## config.mk

```make
export PLATFORM = sky130hd
export DESIGN_NAME = line_edge_detector
export DESIGN_NICKNAME = d
export VERILOG_FILES = /design/src/rtl/led_pkg.sv /design/src/rtl/led_regbank.sv /design/src/rtl/led_line_cell.sv /design/src/rtl/led_event_reduce.sv /design/src/rtl/line_edge_detector.sv
export SDC_FILE = /design/constraint.sdc
export NUM_CORES = 2
export LEC_CHECK = 0
export BUFFER_PORTS_ARGS = -buffer_cell sky130_fd_sc_hd__buf_4
export CAP_MARGIN = 20
export CORE_MARGIN = 2
export CORE_UTILIZATION = 50
export CTS_BUF_LIST = sky130_fd_sc_hd__clkbuf_16
export CTS_CLUSTER_SIZE = 10
export DETAILED_ROUTE_END_ITERATION = 8
export GPL_TIMING_DRIVEN = 0
export PLACE_DENSITY = 0.81
export SLEW_MARGIN = 30
export SYNTH_ARGS = -nofsm -noshare
export SYNTH_HDL_FRONTEND = slang
export SYNTH_SLANG_ARGS = --single-unit
```

## constraint.sdc

```tcl
create_clock -name clk -period 2.5 [get_ports clk]
set_clock_uncertainty 0.15 [all_clocks]
set_input_delay 0.125 -clock clk [delete_from_list [all_inputs] [get_ports clk]]
set_output_delay 0.125 -clock clk [all_outputs]
set_load 0.01 [all_outputs]
```

## src/rtl/led_pkg.sv

```systemverilog
package led_pkg;

   typedef enum logic [1:0] {
      EK_RISE = 2'b00,
      EK_FALL = 2'b01,
      EK_BOTH = 2'b10,
      EK_NONE = 2'b11
   } edge_kind_e;

   // Classify one line from its current and previous sample.
   function automatic logic edge_hit(input logic cur, input logic prev,
                                     input logic [1:0] kind);
      logic hit;
      case (edge_kind_e'(kind))
         EK_RISE: hit = cur & ~prev;
         EK_FALL: hit = ~cur & prev;
         EK_BOTH: hit = cur ^ prev;
         default: hit = 1'b0;
      endcase
      return hit;
   endfunction

endpackage

```

## src/rtl/led_regbank.sv

```systemverilog
module led_regbank #(
   parameter int NUM_LINES = 256,
   parameter int REG_W     = 32,
   parameter int ADDR_W    = 12,
   parameter int KIND_BASE = 'h808,
   parameter int SUPP_BASE = 'h848
) (
   input  logic                   clk,
   input  logic                   rst_n,
   input  logic                   wr_i,
   input  logic [ADDR_W-1:0]      addr_i,
   input  logic [REG_W-1:0]       wdata_i,
   output logic [REG_W-1:0]       rdata_o,
   output logic [2*NUM_LINES-1:0] kind_flat_o,
   output logic [NUM_LINES-1:0]   supp_flat_o
);
   localparam int BYTES     = REG_W / 8;
   localparam int ALIGN_W   = $clog2(BYTES);
   localparam int KIND_REGS = (2 * NUM_LINES) / REG_W;
   localparam int SUPP_REGS = NUM_LINES / REG_W;
   localparam int KIDX_W    = (KIND_REGS > 1) ? $clog2(KIND_REGS) : 1;
   localparam int SIDX_W    = (SUPP_REGS > 1) ? $clog2(SUPP_REGS) : 1;
   localparam logic [ADDR_W-1:0] KIND_SPAN = ADDR_W'(KIND_REGS * BYTES);
   localparam logic [ADDR_W-1:0] SUPP_SPAN = ADDR_W'(SUPP_REGS * BYTES);

   if (KIND_BASE + KIND_REGS * BYTES > (1 << ADDR_W)) begin : g_chk_kind_fit
      $error("kind bank does not fit in the address space");
   end
   if (SUPP_BASE + SUPP_REGS * BYTES > (1 << ADDR_W)) begin : g_chk_supp_fit
      $error("suppress bank does not fit in the address space");
   end

   logic [ADDR_W-1:0] kind_off, supp_off;
   logic              aligned, kind_hit, supp_hit;
   logic [KIDX_W-1:0] kind_idx;
   logic [SIDX_W-1:0] supp_idx;

   assign aligned  = (addr_i[ALIGN_W-1:0] == '0);
   assign kind_off = addr_i - ADDR_W'(KIND_BASE);
   assign supp_off = addr_i - ADDR_W'(SUPP_BASE);
   assign kind_hit = aligned && (kind_off < KIND_SPAN);
   assign supp_hit = aligned && (supp_off < SUPP_SPAN);
   assign kind_idx = kind_off[ALIGN_W +: KIDX_W];
   assign supp_idx = supp_off[ALIGN_W +: SIDX_W];

   for (genvar g = 0; g < KIND_REGS; g++) begin : g_kind
      logic [REG_W-1:0] word_q;
      always_ff @(posedge clk or negedge rst_n) begin
         if (!rst_n)
            word_q <= '0;
         else if (wr_i && kind_hit && kind_idx == KIDX_W'(g))
            word_q <= wdata_i;
      end
      assign kind_flat_o[g*REG_W +: REG_W] = word_q;
   end

   for (genvar g = 0; g < SUPP_REGS; g++) begin : g_supp
      logic [REG_W-1:0] word_q;
      always_ff @(posedge clk or negedge rst_n) begin
         if (!rst_n)
            word_q <= '0;
         else if (wr_i && supp_hit && supp_idx == SIDX_W'(g))
            word_q <= wdata_i;
      end
      assign supp_flat_o[g*REG_W +: REG_W] = word_q;
   end

   always_comb begin
      rdata_o = '0;
      if (kind_hit)
         rdata_o = kind_flat_o[kind_idx*REG_W +: REG_W];
      else if (supp_hit)
         rdata_o = supp_flat_o[supp_idx*REG_W +: REG_W];
   end

   // a write that decodes to neither bank leaves every register as it was
   a_r4_stray_write_ignored: assert property (@(posedge clk) disable iff (!rst_n)
      $past(wr_i && !kind_hit && !supp_hit) |-> ($stable(kind_flat_o) && $stable(supp_flat_o)));

   // undecoded addresses read as zero
   a_r4_stray_read_zero: assert property (@(posedge clk) disable iff (!rst_n)
      (!kind_hit && !supp_hit) |-> (rdata_o == '0));

endmodule

```

## src/rtl/led_line_cell.sv

```systemverilog
module led_line_cell
   import led_pkg::*;
(
   input  logic       clk,
   input  logic       rst_n,
   input  logic       en_i,
   input  logic       cur_i,
   input  logic       prev_i,
   input  logic [1:0] kind_i,
   input  logic       supp_i,
   output logic       pulse_o
);
   logic hit;

   assign hit = en_i && !supp_i && edge_hit(cur_i, prev_i, kind_i);

   always_ff @(posedge clk or negedge rst_n) begin
      if (!rst_n) pulse_o <= 1'b0;
      else        pulse_o <= hit;
   end

   // reserved kind code never reports
   a_r8_reserved_silent: assert property (@(posedge clk) disable iff (!rst_n)
      ($past(kind_i) == EK_NONE) |-> !pulse_o);

   // a suppressed line never reports
   a_r9_suppressed_silent: assert property (@(posedge clk) disable iff (!rst_n)
      $past(supp_i) |-> !pulse_o);

   // no change between samples gives no pulse under any code
   a_r7_no_change_no_pulse: assert property (@(posedge clk) disable iff (!rst_n)
      $past(cur_i == prev_i) |-> !pulse_o);

endmodule

```

## src/rtl/led_event_reduce.sv

```systemverilog
module led_event_reduce #(
   parameter int NUM_LINES = 256
) (
   input  logic                 clk,
   input  logic                 rst_n,
   input  logic [NUM_LINES-1:0] pulses_i,
   output logic                 event_o
);
   always_ff @(posedge clk or negedge rst_n) begin
      if (!rst_n) event_o <= 1'b0;
      else        event_o <= |pulses_i;
   end

   // event follows the OR of last cycle's pulses
   a_r10_event_follows: assert property (@(posedge clk) disable iff (!rst_n)
      event_o == $past(|pulses_i));

endmodule

```

## src/rtl/line_edge_detector.sv

```systemverilog
module line_edge_detector #(
   parameter int NUM_LINES = 256,
   parameter int REG_W     = 32,
   parameter int ADDR_W    = 12,
   parameter int KIND_BASE = 'h808,
   parameter int SUPP_BASE = 'h848
) (
   input  logic                 clk,
   input  logic                 rst_n,
   input  logic                 det_en_i,
   input  logic [NUM_LINES-1:0] lines_i,
   input  logic                 reg_wr_i,
   input  logic [ADDR_W-1:0]    reg_addr_i,
   input  logic [REG_W-1:0]     reg_wdata_i,
   output logic [REG_W-1:0]     reg_rdata_o,
   output logic [NUM_LINES-1:0] edge_pulse_o,
   output logic                 event_o
);
   if (REG_W < 8 || (REG_W & (REG_W - 1)) != 0) begin : g_chk_regw
      $error("REG_W must be a power of two of at least 8");
   end
   if (NUM_LINES < REG_W || NUM_LINES % REG_W != 0) begin : g_chk_lines
      $error("NUM_LINES must be a positive multiple of REG_W");
   end

   logic [2*NUM_LINES-1:0] kind_flat;
   logic [NUM_LINES-1:0]   supp_flat;
   logic [NUM_LINES-1:0]   sample_q, prev_q;

   led_regbank #(
      .NUM_LINES(NUM_LINES), .REG_W(REG_W), .ADDR_W(ADDR_W),
      .KIND_BASE(KIND_BASE), .SUPP_BASE(SUPP_BASE)
   ) u_regs (
      .clk(clk), .rst_n(rst_n),
      .wr_i(reg_wr_i), .addr_i(reg_addr_i), .wdata_i(reg_wdata_i),
      .rdata_o(reg_rdata_o),
      .kind_flat_o(kind_flat), .supp_flat_o(supp_flat)
   );

   // The previous sample keeps following the inputs whatever the enable.
   always_ff @(posedge clk or negedge rst_n) begin
      if (!rst_n) begin
         sample_q <= '0;
         prev_q   <= '0;
      end else begin
         sample_q <= lines_i;
         prev_q   <= sample_q;
      end
   end

   for (genvar i = 0; i < NUM_LINES; i++) begin : g_line
      led_line_cell u_cell (
         .clk(clk), .rst_n(rst_n), .en_i(det_en_i),
         .cur_i(sample_q[i]), .prev_i(prev_q[i]),
         .kind_i(kind_flat[2*i +: 2]), .supp_i(supp_flat[i]),
         .pulse_o(edge_pulse_o[i])
      );
   end

   led_event_reduce #(.NUM_LINES(NUM_LINES)) u_event (
      .clk(clk), .rst_n(rst_n), .pulses_i(edge_pulse_o), .event_o(event_o)
   );

   // nothing reports in the cycle after detection was off
   a_r11_disabled_quiet: assert property (@(posedge clk) disable iff (!rst_n)
      !$past(det_en_i) |-> (edge_pulse_o == '0));

   // no suppressed line shows a pulse
   a_r9_supp_vector: assert property (@(posedge clk) disable iff (!rst_n)
      (edge_pulse_o & $past(supp_flat)) == '0);

endmodule

```

; ---- Word-level counts from Yosys, hierarchy flattened
; Index checks and enable logic that the tools add are counted.
[classes]
addsub = 2
n_lt_le_gt_ge = 2
eq_ne = 534
shifts = 2
mux = 258
n_bitwise = 1280
n_reduce_logical = 1056
[ops]
columns = operator, n
row1 = 1-bit case mux with 3 select lines, 256
row2 = 1-bit logical AND, 540
row3 = 2-bit logical NOT, 257
row4 = 1-bit AND, 512
row5 = 2-bit by 1-bit equality test with 1-bit output (second input constant), 256
row6 = 2-bit equality test (second input constant), 256
row7 = 1-bit NOT, 512
row8 = 512-bit by 10-bit indexed part select with 32-bit output, 1
row9 = 1-bit logical NOT, 256
row10 = 256-bit OR reduction, 1
row11 = 256-bit by 9-bit indexed part select with 32-bit output, 1
row12 = 1-bit bitwise XOR, 256
row13 = 32-bit 2-to-1 mux, 2
row14 = 4-bit equality test (second input constant), 8
row15 = 12-bit subtractor (second input constant), 2
row16 = 4-bit by 3-bit equality test with 1-bit output (second input constant), 4
row17 = 3-bit equality test (second input constant), 4
row18 = 12-bit by 6-bit < comparator with 1-bit output (second input constant), 1
row19 = 12-bit by 7-bit < comparator with 1-bit output (second input constant), 1
row20 = 4-bit by 2-bit equality test with 1-bit output (second input constant), 2
row21 = 3-bit by 2-bit equality test with 1-bit output (second input constant), 2
row22 = 4-bit by 1-bit equality test with 1-bit output (second input constant), 1
row23 = 4-bit logical NOT, 1
row24 = 3-bit by 1-bit equality test with 1-bit output (second input constant), 1
row25 = 3-bit logical NOT, 1
[word_totals]
ff_bits = 1537
input_bits = 304
output_inout_bits = 289
elab_cells = 3417

; ---- Logic depth before layout (Yosys ltp)
[depth]
word_depth = 5
ltp_mapped = 13

; ---- Cells and area by module
; Synthesis repeated with hierarchy kept, for this count alone.
[hier_totals]
cells_unflattened = 5619
hier_area_um2 = 73053.8
[by_module_without_submodules]
columns = mod, instances, cells_per_inst, area_each_um2, seq_area_each_um2
row1 = led_regbank, 1, 2205, 35322.6, 19218.4
row2 = led_line_cell, 256, 11, 95.1, 25.0
row3 = line_edge_detector, 1, 512, 12812.3, 12812.3
row4 = led_event_reduce, 1, 86, 575.6, 25.0

; ---- Least setup slack after synthesis
; No wires, ideal clock.
[synth_timing]
kind = input -> output
start = input port reg_addr_i[3]
end = output port reg_rdata_o[23]
t_arrival_ps = 2454
t_required_ps = 2225
path_slack_ps = -229
path_stages = 11
path_buffers = 5
path_cell_list = buf_2 > buf_2 > inv_1 > ha_1 > buf_2 > xor2_1 > buf_2 > buf_4 > nand2_1 > and3_1 > o32ai_1
[synth_via]
elab_chain_cells = 5
[synth_rtl]
columns = item, line_no
row1 = start: declaration, line_edge_detector.sv:13  ; input logic [ADDR_W-1:0] reg_addr_i,
row2 = branches (longest 4 deep; another with 12-bit subtractor), -
row3 = 32-bit 2-to-1 mux *, led_regbank.sv:70  ; if (kind_hit)
row4 = end: declaration, line_edge_detector.sv:15  ; output logic [REG_W-1:0] reg_rdata_o,
; Every way passes the cells marked *.

; ---- Final worst setup path
[layout_timing]
start = register g_line[159].u_cell.pulse_o
end = register u_event.event_o
[layout_via]
elab_chain_cells = 1
[layout_rtl]
columns = item, line_no
row1 = start: declaration, led_line_cell.sv:11  ; output logic pulse_o
row2 = start signal: assignment, led_line_cell.sv:19  ; else pulse_o <= hit;
row3 = 256-bit OR reduction, led_event_reduce.sv:11  ; else event_o <= |pulses_i;
row4 = end signal: assignment, led_event_reduce.sv:11
row5 = end: declaration, led_event_reduce.sv:7  ; output logic event_o
; No other way between the ends.
; A chain may end at the register's enable or synchronous reset.

==> flow_summary.ini <==
[route]
finalWirelength_um = 296000
ant_nets = 0
num_vias = 56333
detail_route.drc_violations = 3
routed_wire_length_per_instance_um = 31.6
detail_route.iter0.violations = 6213
route.detailed.vias_per_inst = 6.02
detailedRoute.firstPassIterationCount = 9

[worst_setup_path]
crit_family = simple AND/OR/NAND/NOR gates
crit_path_max_fanout = 2
slowest_stage_cell_on_the_critical_path = sky130_fd_sc_hd__nor4_4
critical_path.n_buffers_inverters = 1
worstPathRequired_ns = 2.89
critical_path.max_stage_delay_ns = 0.66
critical_path_arrival_ns = 3.50
worst_setup_path_start_kind = register
timing.critical_path.to_type = register
timing.critical_path.cells = nor4_4 -> nand4_1 -> nor4_2 -> buf_4 -> nand4_1
crit_top_cell = sky130_fd_sc_hd__nand4_1
setup.worst_path.class = reg -> reg

[synthesis]
ys_seq_area_share_pct = 52.4
synth_seq_cells = 1537
synth.net_count = 6586
yosys.area.top_type = sky130_fd_sc_hd__dfrtp_1
synth_top_flop_cell = sky130_fd_sc_hd__dfrtp_1
netlist_top_cells_area = sky130_fd_sc_hd__dfrtp_1 (52%), sky130_fd_sc_hd__mux2_2 (11%), sky130_fd_sc_hd__ha_1 (8.7%)
synthCells = 5769
postSynth.asyncResetShare_pct = 100
yosysWarningCount = 0
synthesis.area_per_instance_sq_um = 12.7
syn-cell-area_sq_um = 73400
synth.distinct_cells = 55
synth-edff-count = 0
synth_top_area_share_pct = 52.4

[timing]
worst-slew-pin-transition_ns = 1.23
finalSetupViolCount = 357
final.setup.tns_ns = -38.83
final_max_slew_viol_count = 0
relSlewSlack_pct = 18.0
max_clk_rate_mhz = 322
rsz0062_at_grt = true
postLayoutSetupSlackWorst_ns = -0.606
timing_hold_violations_final = 211
layout_min_cycle_time_ns = 3.11
hold_slack_ns = -0.940
final.period_utilization_pct = 124

[clock_network]
number_of_clock_buffers_inserted_by_tritoncts = 177
skew_pair_late_insertion_delay_ns = 0.86
clock-sinks = 1537
cts_tree = done
cts.htree.levels = 4
worst_setup_hold_path_clk_slew_ns = 0.06
buffers_from_clock_root_to_sink_at_most = 3
clock_tree_root = sky130_fd_sc_hd__clkbuf_16

[finish]
final_nets = 8180
post_route_cells_drive_above_1_share_pct = 34.3
final_design_area_no_fill_sq_um = 95000
final-seq-area_sq_um = 38500
filler_cell_count = 10249
flow.area_growth_from_synthesis_pct = 29.4
multiInputGateArea_sq_um = 30700

[outcome]
violations = DRC, hold timing, setup timing
outcome = complete, but fails checks

[hold_path]
hold_path.class = in -> async

[floorplanning]
fp-row-count = 140
die_area_sq_um = 150000
ios = 593
chipHeight_um = 387
initial_utilization_pct = 50.4
die-width_um = 387
core_area_sq_um = 146000

[global_routing]
grt-ovfl-total = 0
global_route_wire_length_before_repair_um = 410000
grt_start_max_net_pins = 136
grt_antenna_before_repair = 47
grt_usage_pct = 38.8
first_global_vias = 57345

[run]
max-cap-violations = 0

[power_and_ir_drop]
max-vdd-ir-drop_mv = 0.607
cellLeakagePower_nw = 47.7
power_density_nw_per_um2 = 589

[placed_design]
dp_slack_ns = -2.26
placed_cell_area_sq_um = 81000
port_buffers = 590
dp_hpwl_um = 212000
final_weighted_congestion_in_routability_driven_placement = 1.02
power by group:
group	leakage, nW	internal (mW)	switching, mW
clock	2.44	12.8	10.6
sequential	20.1	25.5	0.710
combinational	25.2	2.68	3.59
area by class of cell:
cell class,count,area share (%)
sequential,1537,40.5
buffer,503,3.83
inverter,565,2.24
multi-input combinational,3162,32.3
antenna,29,0.0764
clock buffer,178,4.69
tap,1917,2.52
timing repair buffer,1417,13.4
clock inverter,46,0.441
state kept, by name (all words and copies together), names as in the netlist:
register / count
prev_q: 256
g_line.u_cell.pulse_o: 256
u_regs.g_supp.word_q: 256
u_event.event_o: 1
sample_q: 256
u_regs.g_kind.word_q: 512
metrics by stage:
step                      instances  utilization [%]  power, mW
final                          9354             65.2       55.9
after global routing           9336             65.2       57.3
after CTS                      9253             64.4       55.4
after detailed placement       8300             55.6       31.5
after global placement         8276             55.1       31.2
after floorplan                5769                -       28.5
cell usage in the layout (no fill, tap or decap), types with 8 or more instances in the layout:
| master | synthesis | routed |
|---|---|---|
| sky130_fd_sc_hd__nand2_1 | 78 | 74 |
| sky130_fd_sc_hd__nand4_1 | 18 | 18 |
| sky130_fd_sc_hd__ha_1 | 513 | 512 |
| sky130_fd_sc_hd__dlygate4sd3_1 | 0 | 567 |
| sky130_fd_sc_hd__nor3b_2 | 0 | 27 |
| sky130_fd_sc_hd__nor4_2 | 1 | 10 |
| sky130_fd_sc_hd__a31oi_1 | 62 | 61 |
| sky130_fd_sc_hd__buf_12 | 0 | 20 |
| sky130_fd_sc_hd__dfrtp_1 | 1537 | 1520 |
| sky130_fd_sc_hd__nor3b_1 | 256 | 229 |
| sky130_fd_sc_hd__buf_4 | 316 | 1117 |
| sky130_fd_sc_hd__diode_2 | 0 | 29 |
| sky130_fd_sc_hd__buf_2 | 55 | 28 |
| sky130_fd_sc_hd__nor3_4 | 16 | 16 |
| sky130_fd_sc_hd__clkbuf_4 | 0 | 12 |
| sky130_fd_sc_hd__o21ai_2 | 0 | 8 |
| sky130_fd_sc_hd__clkinv_1 | 0 | 8 |
| sky130_fd_sc_hd__mux2i_1 | 237 | 230 |
| sky130_fd_sc_hd__mux4_2 | 191 | 191 |
| sky130_fd_sc_hd__mux2_2 | 707 | 705 |
| sky130_fd_sc_hd__nand3_1 | 58 | 44 |
| sky130_fd_sc_hd__inv_1 | 564 | 575 |
| sky130_fd_sc_hd__nor4_1 | 68 | 51 |
| sky130_fd_sc_hd__nand3_2 | 4 | 18 |
| sky130_fd_sc_hd__buf_6 | 2 | 38 |
| sky130_fd_sc_hd__nor4_4 | 0 | 8 |
| sky130_fd_sc_hd__o21ai_4 | 0 | 10 |
| sky130_fd_sc_hd__a21oi_1 | 269 | 264 |
| sky130_fd_sc_hd__clkbuf_1 | 125 | 86 |
| sky130_fd_sc_hd__dfrtp_2 | 0 | 17 |
| sky130_fd_sc_hd__clkbuf_2 | 0 | 17 |
| sky130_fd_sc_hd__clkbuf_16 | 0 | 185 |
| sky130_fd_sc_hd__mux2_1 | 69 | 69 |
| sky130_fd_sc_hd__nor2_1 | 480 | 477 |
| sky130_fd_sc_hd__nor2b_1 | 53 | 53 |
| sky130_fd_sc_hd__buf_16 | 0 | 18 |
worst paths after layout:
check                                      startpoint                     endpoint  slack (ns)  cells after the start
hold / removal                                  rst_n                 sample_q[63]       -0.94                      1
max in group asynchronous                       rst_n  u_regs.g_kind[9].word_q[26]       -0.18                      7
setup / recovery           g_line[159].u_cell.pulse_o              u_event.event_o       -0.61                      5
min in group clk                       reg_wdata_i[3]  u_regs.g_kind[10].word_q[3]        0.04                      3
hold reg to reg                         sample_q[108]                  prev_q[108]        0.23                      0
setup reg to reg           g_line[159].u_cell.pulse_o              u_event.event_o       -0.61                      5
worst reg2reg max path, cell delays in order (launching register included):
cell and delay, ns:
sky130_fd_sc_hd__dfrtp_1 0.41, sky130_fd_sc_hd__nor4_4 0.66, sky130_fd_sc_hd__nand4_1 0.57, sky130_fd_sc_hd__nor4_2 0.38, sky130_fd_sc_hd__buf_4 0.27, sky130_fd_sc_hd__nand4_1 0.37
metal layers:
layer  vias up  wire length (um)  GRT usage, %
met5         -               241             0
met1     28781            106000          47.3
met2      3736            129000          57.3
li1      22710                 -             -
met3      1068             36000          13.7
met4        38             25200          27.8
cell families after synthesis:
logic type                 count (synthesis)  synth area share [%]
AOI/OAI and AO/OA                        397                  3.03
and+or+nand+nor                         1046                  7.63
buffers and inverters                   1070                  7.20
xor gates and xnor gates                   2                0.0239
muxes                                   1204                  21.0
adders and majority gates                513                  8.74
DFF                                     1537                  52.4
Yosys cell counts (2+ instances only):
library cell / count
sky130_fd_sc_hd__clkbuf_1: 125
sky130_fd_sc_hd__nand3_2: 4
sky130_fd_sc_hd__o21ai_0: 21
sky130_fd_sc_hd__a221oi_1: 6
sky130_fd_sc_hd__nand4_1: 18
sky130_fd_sc_hd__mux2i_1: 237
sky130_fd_sc_hd__buf_4: 316
sky130_fd_sc_hd__buf_1: 7
sky130_fd_sc_hd__nand2b_1: 2
sky130_fd_sc_hd__dfrtp_1: 1537
sky130_fd_sc_hd__buf_6: 2
sky130_fd_sc_hd__nor3_4: 16
sky130_fd_sc_hd__nor3b_1: 256
sky130_fd_sc_hd__a211oi_1: 3
sky130_fd_sc_hd__nor2_1: 480
sky130_fd_sc_hd__mux4_2: 191
sky130_fd_sc_hd__nand3_1: 58
sky130_fd_sc_hd__a21oi_1: 269
sky130_fd_sc_hd__o22ai_1: 6
sky130_fd_sc_hd__and3_1: 3
sky130_fd_sc_hd__a32oi_1: 10
sky130_fd_sc_hd__o221ai_1: 4
sky130_fd_sc_hd__o32ai_1: 3
sky130_fd_sc_hd__nand2_1: 78
sky130_fd_sc_hd__inv_1: 564
sky130_fd_sc_hd__mux2_2: 707
sky130_fd_sc_hd__mux2_1: 69
sky130_fd_sc_hd__a31oi_1: 62
sky130_fd_sc_hd__nor2b_1: 53
sky130_fd_sc_hd__a221o_1: 3
sky130_fd_sc_hd__ha_1: 513
sky130_fd_sc_hd__buf_2: 55
sky130_fd_sc_hd__nor4_1: 68
sky130_fd_sc_hd__and3b_1: 2
repair_timing:
| item | CTS | global route |
|---|---|---|
| gates resized for setup | 261 | 69 |
| endpoints found under the setup margin | 917 | 385 |
| pin swaps | 33 | 35 |
| hold endpoints to repair | 949 | 339 |
| setup buffers | 167 | 60 |
| hold buffers | 564 | 6 |
| gates cloned | 0 | 6 |
(Power assumes the default switching activity.)
